--- config.mk ---
export PLATFORM = sky130hd
export DESIGN_NAME = ddr_cmd_monitor
export DESIGN_NICKNAME = d
export VERILOG_FILES = /design/src/rtl/ddr_mon_pkg.sv /design/src/rtl/ddr_cmd_decode.sv /design/src/rtl/ddr_bank_slot.sv /design/src/rtl/ddr_pwr_track.sv /design/src/rtl/ddr_cmd_monitor.sv
export SDC_FILE = /design/constraint.sdc
export NUM_CORES = 1
export LEC_CHECK = 0
export ABC_AREA = 1
export CORE_ASPECT_RATIO = 1.2
export CORE_MARGIN = 2
export CORE_UTILIZATION = 35
export CTS_CLUSTER_SIZE = 30
export DETAILED_ROUTE_END_ITERATION = 12
export SKIP_LAST_GASP = 1
export SYNTH_ARGS = -nofsm -noshare
export SYNTH_HDL_FRONTEND = slang
export SYNTH_SLANG_ARGS = --single-unit
export TNS_END_PERCENT = 10
--- constraint.sdc ---
create_clock -name clk -period 3 [get_ports clk]
set_clock_uncertainty 0.2 [all_clocks]
set_input_delay 0.6 -clock clk [delete_from_list [all_inputs] [get_ports clk]]
set_output_delay 0.6 -clock clk [all_outputs]
set_load 0.05 [all_outputs]
--- src/rtl/ddr_mon_pkg.sv ---
package ddr_mon_pkg;

   typedef enum logic [4:0] {
      CMD_DESEL   = 5'd0,
      CMD_NOP     = 5'd1,
      CMD_MRS     = 5'd2,
      CMD_EMRS    = 5'd3,
      CMD_ACT     = 5'd4,
      CMD_RD      = 5'd5,
      CMD_RDA     = 5'd6,
      CMD_WR      = 5'd7,
      CMD_WRA     = 5'd8,
      CMD_PRE     = 5'd9,
      CMD_PREA    = 5'd10,
      CMD_BST     = 5'd11,
      CMD_AREF    = 5'd12,
      CMD_SREF_IN = 5'd13,
      CMD_PD_IN   = 5'd14,
      CMD_LP_EXIT = 5'd15,
      CMD_LP_HOLD = 5'd16,
      CMD_BAD_CKE = 5'd17
   } cmd_e;

   typedef enum logic [1:0] {
      PWR_RUN  = 2'd0,
      PWR_SREF = 2'd1,
      PWR_PPD  = 2'd2,
      PWR_APD  = 2'd3
   } pwr_e;

   typedef enum logic [2:0] {
      VR_NONE       = 3'd0,
      VR_LOCKED     = 3'd1,
      VR_MRS_BUSY   = 3'd2,
      VR_ACT_OPEN   = 3'd3,
      VR_ACC_CLOSED = 3'd4,
      VR_REF_OPEN   = 3'd5,
      VR_BAD_CKE    = 3'd6
   } vr_e;

endpackage

--- src/rtl/ddr_cmd_decode.sv ---
module ddr_cmd_decode
   import ddr_mon_pkg::*;
(
   input  logic cke_q,
   input  logic cke,
   input  logic cs_n,
   input  logic ras_n,
   input  logic cas_n,
   input  logic we_n,
   input  logic ap,
   input  logic ba_lsb,
   output cmd_e cmd
);

   logic [2:0] strobes;
   assign strobes = {ras_n, cas_n, we_n};

   always_comb begin
      cmd = CMD_DESEL;
      if (!cke_q) begin
         // low-power hold or exit: nothing else is decoded
         cmd = cke ? CMD_LP_EXIT : CMD_LP_HOLD;
      end else if (!cke) begin
         if (cs_n || strobes == 3'b111) begin
            cmd = CMD_PD_IN;
         end else if (strobes == 3'b001) begin
            cmd = CMD_SREF_IN;
         end else begin
            cmd = CMD_BAD_CKE;
         end
      end else if (cs_n) begin
         cmd = CMD_DESEL;
      end else begin
         case (strobes)
            3'b111:  cmd = CMD_NOP;
            3'b011:  cmd = CMD_ACT;
            3'b101:  cmd = ap ? CMD_RDA : CMD_RD;
            3'b100:  cmd = ap ? CMD_WRA : CMD_WR;
            3'b010:  cmd = ap ? CMD_PREA : CMD_PRE;
            3'b110:  cmd = CMD_BST;
            3'b001:  cmd = CMD_AREF;
            default: cmd = ba_lsb ? CMD_EMRS : CMD_MRS;
         endcase
      end
   end

endmodule

--- src/rtl/ddr_bank_slot.sv ---
module ddr_bank_slot #(
   parameter int CNT_W = 6
)(
   input  logic             clk,
   input  logic             rst_n,
   input  logic             set_open,
   input  logic             set_closed,
   input  logic             lock_load,
   input  logic [CNT_W-1:0] lock_len,
   output logic             is_open,
   output logic             is_locked
);

   logic [CNT_W-1:0] lock_cnt;

   always_ff @(posedge clk) begin
      if (!rst_n) begin
         is_open  <= 1'b0;
         lock_cnt <= '0;
      end else begin
         if (set_open) begin
            is_open <= 1'b1;
         end else if (set_closed) begin
            is_open <= 1'b0;
         end
         if (lock_load) begin
            lock_cnt <= lock_len;
         end else if (lock_cnt != '0) begin
            lock_cnt <= lock_cnt - 1'b1;
         end
      end
   end

   assign is_locked = (lock_cnt != '0);

endmodule

--- src/rtl/ddr_pwr_track.sv ---
module ddr_pwr_track
   import ddr_mon_pkg::*;
(
   input  logic clk,
   input  logic rst_n,
   input  logic cke,
   input  cmd_e cmd,
   input  logic any_open,
   output logic cke_q,
   output pwr_e pwr
);

   always_ff @(posedge clk) begin
      if (!rst_n) begin
         cke_q <= 1'b1;
         pwr   <= PWR_RUN;
      end else begin
         cke_q <= cke;
         case (cmd)
            CMD_SREF_IN: pwr <= PWR_SREF;
            CMD_PD_IN:   pwr <= any_open ? PWR_APD : PWR_PPD;
            CMD_LP_EXIT: pwr <= PWR_RUN;
            default:     pwr <= pwr;
         endcase
      end
   end

endmodule

--- src/rtl/ddr_cmd_monitor.sv ---
module ddr_cmd_monitor
   import ddr_mon_pkg::*;
#(
   parameter int  NUM_BANKS = 4,
   parameter int  ADDR_W    = 13,
   parameter int  AP_BIT    = 10,
   parameter int  TIM_W     = 4,
   parameter int  BL_W      = 4,
   localparam int BA_W      = $clog2(NUM_BANKS)
)(
   input  logic                 clk,
   input  logic                 rst_n,
   input  logic                 cke,
   input  logic                 cs_n,
   input  logic                 ras_n,
   input  logic                 cas_n,
   input  logic                 we_n,
   input  logic [ADDR_W-1:0]    addr,
   input  logic [BA_W-1:0]      ba,
   input  logic [BL_W-1:0]      cfg_bl,
   input  logic [TIM_W-1:0]     cfg_trp,
   input  logic [TIM_W-1:0]     cfg_twr,
   output logic [4:0]           cmd_code,
   output logic [NUM_BANKS-1:0] bank_open,
   output logic [1:0]           pwr_state,
   output logic                 viol,
   output logic [2:0]           viol_code
);

   localparam int WIDE_W = (TIM_W > BL_W) ? TIM_W : BL_W;
   localparam int CNT_W  = WIDE_W + 2;

   if (NUM_BANKS < 2 || (NUM_BANKS & (NUM_BANKS - 1)) != 0) begin : g_chk_banks
      $error("NUM_BANKS must be a power of two of at least 2");
   end
   if (AP_BIT >= ADDR_W) begin : g_chk_ap
      $error("AP_BIT must lie inside the address");
   end
   if (BL_W < 4 || TIM_W < 1) begin : g_chk_widths
      $error("BL_W must hold 8 and TIM_W must be positive");
   end

   // configuration captured while reset is held
   logic [BL_W-2:0]  bl_half_q;
   logic [TIM_W-1:0] trp_q;
   logic [TIM_W-1:0] twr_q;

   always_ff @(posedge clk) begin
      if (!rst_n) begin
         bl_half_q <= cfg_bl[BL_W-1:1];
         trp_q     <= cfg_trp;
         twr_q     <= cfg_twr;
      end
   end

   logic unused_inputs;
   assign unused_inputs = ^{addr, cfg_bl[0]};

   logic cke_q;
   cmd_e cmd;
   pwr_e pwr;

   ddr_cmd_decode u_decode (
      .cke_q  (cke_q),
      .cke    (cke),
      .cs_n   (cs_n),
      .ras_n  (ras_n),
      .cas_n  (cas_n),
      .we_n   (we_n),
      .ap     (addr[AP_BIT]),
      .ba_lsb (ba[0]),
      .cmd    (cmd)
   );

   logic [NUM_BANKS-1:0] open_v;
   logic [NUM_BANKS-1:0] lock_v;
   logic                 tgt_open;
   logic                 tgt_lock;
   logic [CNT_W-1:0]     pre_cnt;
   vr_e                  reason;
   logic                 ok;

   assign tgt_open = open_v[ba];
   assign tgt_lock = lock_v[ba];

   always_comb begin
      reason = VR_NONE;
      case (cmd)
         CMD_ACT: begin
            if (tgt_lock)      reason = VR_LOCKED;
            else if (tgt_open) reason = VR_ACT_OPEN;
         end
         CMD_RD, CMD_RDA, CMD_WR, CMD_WRA: begin
            if (tgt_lock)       reason = VR_LOCKED;
            else if (!tgt_open) reason = VR_ACC_CLOSED;
         end
         CMD_PRE: begin
            if (tgt_lock) reason = VR_LOCKED;
         end
         CMD_PREA: begin
            if (|lock_v) reason = VR_LOCKED;
         end
         CMD_MRS, CMD_EMRS: begin
            if ((|open_v) || (|lock_v) || (pre_cnt != '0)) reason = VR_MRS_BUSY;
         end
         CMD_AREF: begin
            if (|open_v) reason = VR_REF_OPEN;
         end
         CMD_BAD_CKE: reason = VR_BAD_CKE;
         default:     reason = VR_NONE;
      endcase
   end

   assign ok = (reason == VR_NONE);

   // window lengths, one less than the distance to the first legal edge
   logic [CNT_W-1:0] rda_len;
   logic [CNT_W-1:0] wra_len;
   logic [CNT_W-1:0] pre_len;
   logic [CNT_W-1:0] lock_len;

   assign rda_len  = CNT_W'(bl_half_q) + CNT_W'(trp_q) - CNT_W'(1);
   assign wra_len  = CNT_W'(bl_half_q) + CNT_W'(twr_q) + CNT_W'(trp_q);
   assign pre_len  = (trp_q == '0) ? '0 : CNT_W'(trp_q) - CNT_W'(1);
   assign lock_len = (cmd == CMD_WRA) ? wra_len : rda_len;

   logic is_auto;
   logic is_close_one;
   logic is_prech;
   assign is_auto      = (cmd == CMD_RDA) || (cmd == CMD_WRA);
   assign is_close_one = is_auto || (cmd == CMD_PRE);
   assign is_prech     = (cmd == CMD_PRE) || (cmd == CMD_PREA);

   for (genvar gi = 0; gi < NUM_BANKS; gi++) begin : g_bank
      logic hit;
      logic do_open;
      logic do_close;
      logic do_lock;

      assign hit      = (ba == BA_W'(gi));
      assign do_open  = ok && hit && (cmd == CMD_ACT);
      assign do_close = ok && ((hit && is_close_one) || (cmd == CMD_PREA));
      assign do_lock  = ok && hit && is_auto;

      ddr_bank_slot #(.CNT_W(CNT_W)) u_slot (
         .clk        (clk),
         .rst_n      (rst_n),
         .set_open   (do_open),
         .set_closed (do_close),
         .lock_load  (do_lock),
         .lock_len   (lock_len),
         .is_open    (open_v[gi]),
         .is_locked  (lock_v[gi])
      );
   end

   always_ff @(posedge clk) begin
      if (!rst_n) begin
         pre_cnt <= '0;
      end else if (ok && is_prech) begin
         pre_cnt <= pre_len;
      end else if (pre_cnt != '0) begin
         pre_cnt <= pre_cnt - 1'b1;
      end
   end

   ddr_pwr_track u_pwr (
      .clk      (clk),
      .rst_n    (rst_n),
      .cke      (cke),
      .cmd      (cmd),
      .any_open (|open_v),
      .cke_q    (cke_q),
      .pwr      (pwr)
   );

   logic [4:0] cmd_q;
   logic       viol_q;
   logic [2:0] reason_q;

   always_ff @(posedge clk) begin
      if (!rst_n) begin
         cmd_q    <= CMD_DESEL;
         viol_q   <= 1'b0;
         reason_q <= VR_NONE;
      end else begin
         cmd_q    <= cmd;
         viol_q   <= !ok;
         reason_q <= reason;
      end
   end

   assign cmd_code  = cmd_q;
   assign bank_open = open_v;
   assign pwr_state = pwr;
   assign viol      = viol_q;
   assign viol_code = reason_q;

endmodule

==> qor.yml <==
outcome: "finished clean"
final_common_cell: "nand2_1"
drv_slew: 0
fillers: 1059
core_um2: 10600
swShare_pct: 38.6
io_pins: 49
path_depth: 18
min_path_type: "register to register"
synth_cells: 520
start_kind: "register"
worstPathRequired_ns: 3.03
worst-path-max-fanout: 8
grt_max_degree: 35
routed_wirelength_mm: 9.07
yosysSeqAreaShare_pct: 32.7
path_cells: "inv_1, ha_1, nand4_1, nor2_1, nand2_1, clkinv_1, nand3_1, nand4_1, nand2_1, nor2_4, nand3_2, nor2_4, buf_4, nand3_4, nand2_1, nand2_1, inv_1, nor2_2"
max_stage_delay_ns: 0.31
crit_buf_inv: 4
synthSimpleGateAreaFrac_pct: 34.9
synth_warnings: 0
cts_tree: "done"
cp_common_cell: "nand2_1"
worstMarginPinSlew_ns: 0.495
period_needed_ns: 2.76
post-route-util_pct: 48.1
start_util_pct: 36.2
instances_no_fill: 748
hold_buffers: 0
pwr-share-comb_pct: 49.4
drtAntennaViolNets: 0
final_cell_mix: "115 x nand2_1, 77 x inv_1, 56 x nor2_1, 56 x buf_4, 46 x dfxtp_1"
grt_pass1_vias: 3500
n_antenna_cell: 0
portBuffers: 35
power_density_nw_per_um2: 832
grt_pass1_wl_mm: 15.7
cp_top_family: "simple AND/OR/NAND/NOR gates"
dp.cells: 725
drive_gt1_share_pct: 20.5
chipWidth_um: 99.5
gp_congestion: 0.806
setup.worst_path.class: "register to register"
yosys.area_share.xor_xnor_pct: 5.72
dr.pass1.iters: 4
grt.overflow.total: 0
clkTransAtPathRegs_ns: 0.05
num_rows: 41
rsz0062_at_grt: "false"
cp_slowest_cell: "dfxtp_1"
cp-startpoint: "g_bank[2].u_slot.lock_cnt[0]$_SDFFE_PN0P_"
synth-adder-area-share_pct: 7.85
r2r_end: "g_bank[0].u_slot.lock_cnt[4]$_SDFFE_PN0P_"
cts_sinks: 57
ys_types: 41
arrival_ns: 2.78
cts_root_buf: "clkbuf_16"
dieArea_um2: 11800
area_delta_synth_final_pct: 32.9
dr_total_vias: 3602
ff2ff_path_depth: 18
die_h_um: 119
crit_path_end: "g_bank[0].u_slot.lock_cnt[4]$_SDFFE_PN0P_"
sequentialPowerShare_pct: 26.7
clk_latency_ns: 0.33
dp_hpwl_mm: 6.99
hold_viol_final: 0
slew_headroom_pct: 66.0
setup_viol: 0
cap_violations: 0
max_freq_mhz: 363
synth_top_family_by_area: "simple AND/OR/NAND/NOR gates"
antenna_found_initial: 0
gr-usage-all-layers_pct: 16.5
endpoint_kind: "register"
cts_max_level: 3
reg2reg_setup_slack_ns: 0.24
cts_max_path_buffers: 2
vias_per_cell: 4.82
ir_drop_mv: 0.331
switching_power_mw: 1.63
num-nets-final: 669
power_leakage_nw: 2.53
wl_per_cell_um: 12.1
power.clock.fraction_pct: 23.9
cts_buffers: 9
synth_area_um2: 3830
power_mw: 4.23
syn-num-nets: 575
drc: 0
synth-compound-area-share_pct: 8.01
r2r-start: "g_bank[2].u_slot.lock_cnt[0]$_SDFFE_PN0P_"
fin_crit_sh_pct: 91.9
ys_ff_latch: 57
drt_iter0_markers: 153
internal_power_mw: 2.60
avgSynthCellArea_um2: 7.36
muxShareOfSynthArea_pct: 0.785
## synthesized netlist by cell type, drive strengths merged
master | n | share of area (%)
a21boi | 1 | 0.29
a21oi | 27 | 3.8
a31oi | 2 | 0.33
a32o | 1 | 0.26
buf | 6 | 1.4
clkbuf | 4 | 0.39
clkinv | 1 | 0.098
dfxtp | 46 | 24
edfxtp | 11 | 8.6
fa | 5 | 2.6
ha | 16 | 5.2
inv | 83 | 8.2
mux2i | 3 | 0.78
nand2 | 126 | 13
nand3 | 40 | 7.3
nand3b | 1 | 0.20
nand4 | 11 | 2.1
nor2 | 69 | 8.1
nor3 | 12 | 2.7
nor4 | 1 | 0.16
o211ai | 2 | 0.39
o21ai | 21 | 2.7
o22ai | 1 | 0.16
or2 | 5 | 0.82
xnor2 | 11 | 2.5
xor2 | 14 | 3.2
## per-layer routing
layer	vias up	share of wire (%)	GRT usage, %
met5	-	0	0
met4	0	1.6	5.39
met3	11	3.4	3.90
met2	56	52	29.3
met1	1698	43	19.3
li1	1837	-	-
## area by class of cell
type                       instances  area, um2  area share, %
multi-input combinational        369       2250           44.2
sequential                        57       1250           24.6
timing repair buffer              93        815           16.0
inverter                          84        318           6.25
clock buffer                      13        250           4.92
tap                              129        161           3.17
clock inverter                     3       40.0          0.787
## flip-flops by register name, summed over array words and instances, names as in the netlist
signal / count
bl_half_q: 3
cmd_code: 5
g_bank.u_slot.is_open: 4
g_bank.u_slot.lock_cnt: 24
pre_cnt: 6
trp_q: 4
twr_q: 4
u_pwr.cke_q: 1
u_pwr.pwr: 2
viol: 1
viol_code: 3
## logic make-up after synthesis
kind of cell	count (synthesis)
simple gates	265
buf+inv	94
flops	57
compound gates	55
xor+xnor	25
fa+ha+maj	21
mux	3
## worst reg2reg max path: cells and delay by family, from the launching register on
family	cells	cell delay, ns
AND/OR/NAND/NOR	13	1.48
buffers and inverters	4	0.41
flip-flops	1	0.31
adder cells (fa/ha/maj)	1	0.23
## per-stage QoR
step / hold WS, ns / area, um2 / TNS (ns) / setup WS, ns
after floorplan: 0.277 / 3830 / 0 / 0.461
after CTS: 0.271 / 4940 / -0.0462 / -0.0280
after global placement: 0.263 / 4650 / -10.07 / -0.349
after global routing: 0.290 / 5080 / 0 / 0.0244
final: 0.266 / 5080 / 0 / 0.242
after detailed placement: 0.261 / 4650 / -10.86 / -0.389
## what timing repair did
| action | 4_1_cts | 5_1_grt |
|---|---|---|
| hold endpoints to repair | 0 | 0 |
| pin swaps | 1 | 6 |
| cloned | 0 | 0 |
| setup endpoints to repair | 8 | 34 |
| resized for setup | 1 | 24 |
| buffers inserted | 0 | 7 |
## power groups by stage
stage / sequential (mW) / combinational (mW) / clock [mW]
floorplan: 1.16 / 1.48 / 0
global placement: 1.13 / 1.98 / 0
detailed placement: 1.14 / 2.04 / 0
CTS: 1.13 / 2.06 / 1.02
global route: 1.16 / 2.40 / 1.06
finish: 1.13 / 2.09 / 1.01
## worst min path at each step
| stage | from | to | slack, ns | cells after the start |
|---|---|---|---|---|
| 2_1_floorplan | g_bank[1].u_slot.lock_cnt[1]$_SDFFE_PN0P_ | g_bank[1].u_slot.lock_cnt[1]$_SDFFE_PN0P_ | 0.28 | 2 |
| 3_3_place_gp | u_pwr.pwr[1]$_SDFFE_PN0P_ | u_pwr.pwr[1]$_SDFFE_PN0P_ | 0.26 | 2 |
| 3_5_place_dp | u_pwr.pwr[1]$_SDFFE_PN0P_ | u_pwr.pwr[1]$_SDFFE_PN0P_ | 0.26 | 2 |
| 4_1_cts | u_pwr.pwr[1]$_SDFFE_PN0P_ | u_pwr.pwr[1]$_SDFFE_PN0P_ | 0.27 | 2 |
| 5_1_grt | u_pwr.pwr[1]$_SDFFE_PN0P_ | u_pwr.pwr[1]$_SDFFE_PN0P_ | 0.29 | 2 |
| 6_report | u_pwr.pwr[1]$_SDFFE_PN0P_ | u_pwr.pwr[1]$_SDFFE_PN0P_ | 0.27 | 2 |
Note: power is estimated with default switching activity, not from simulation.
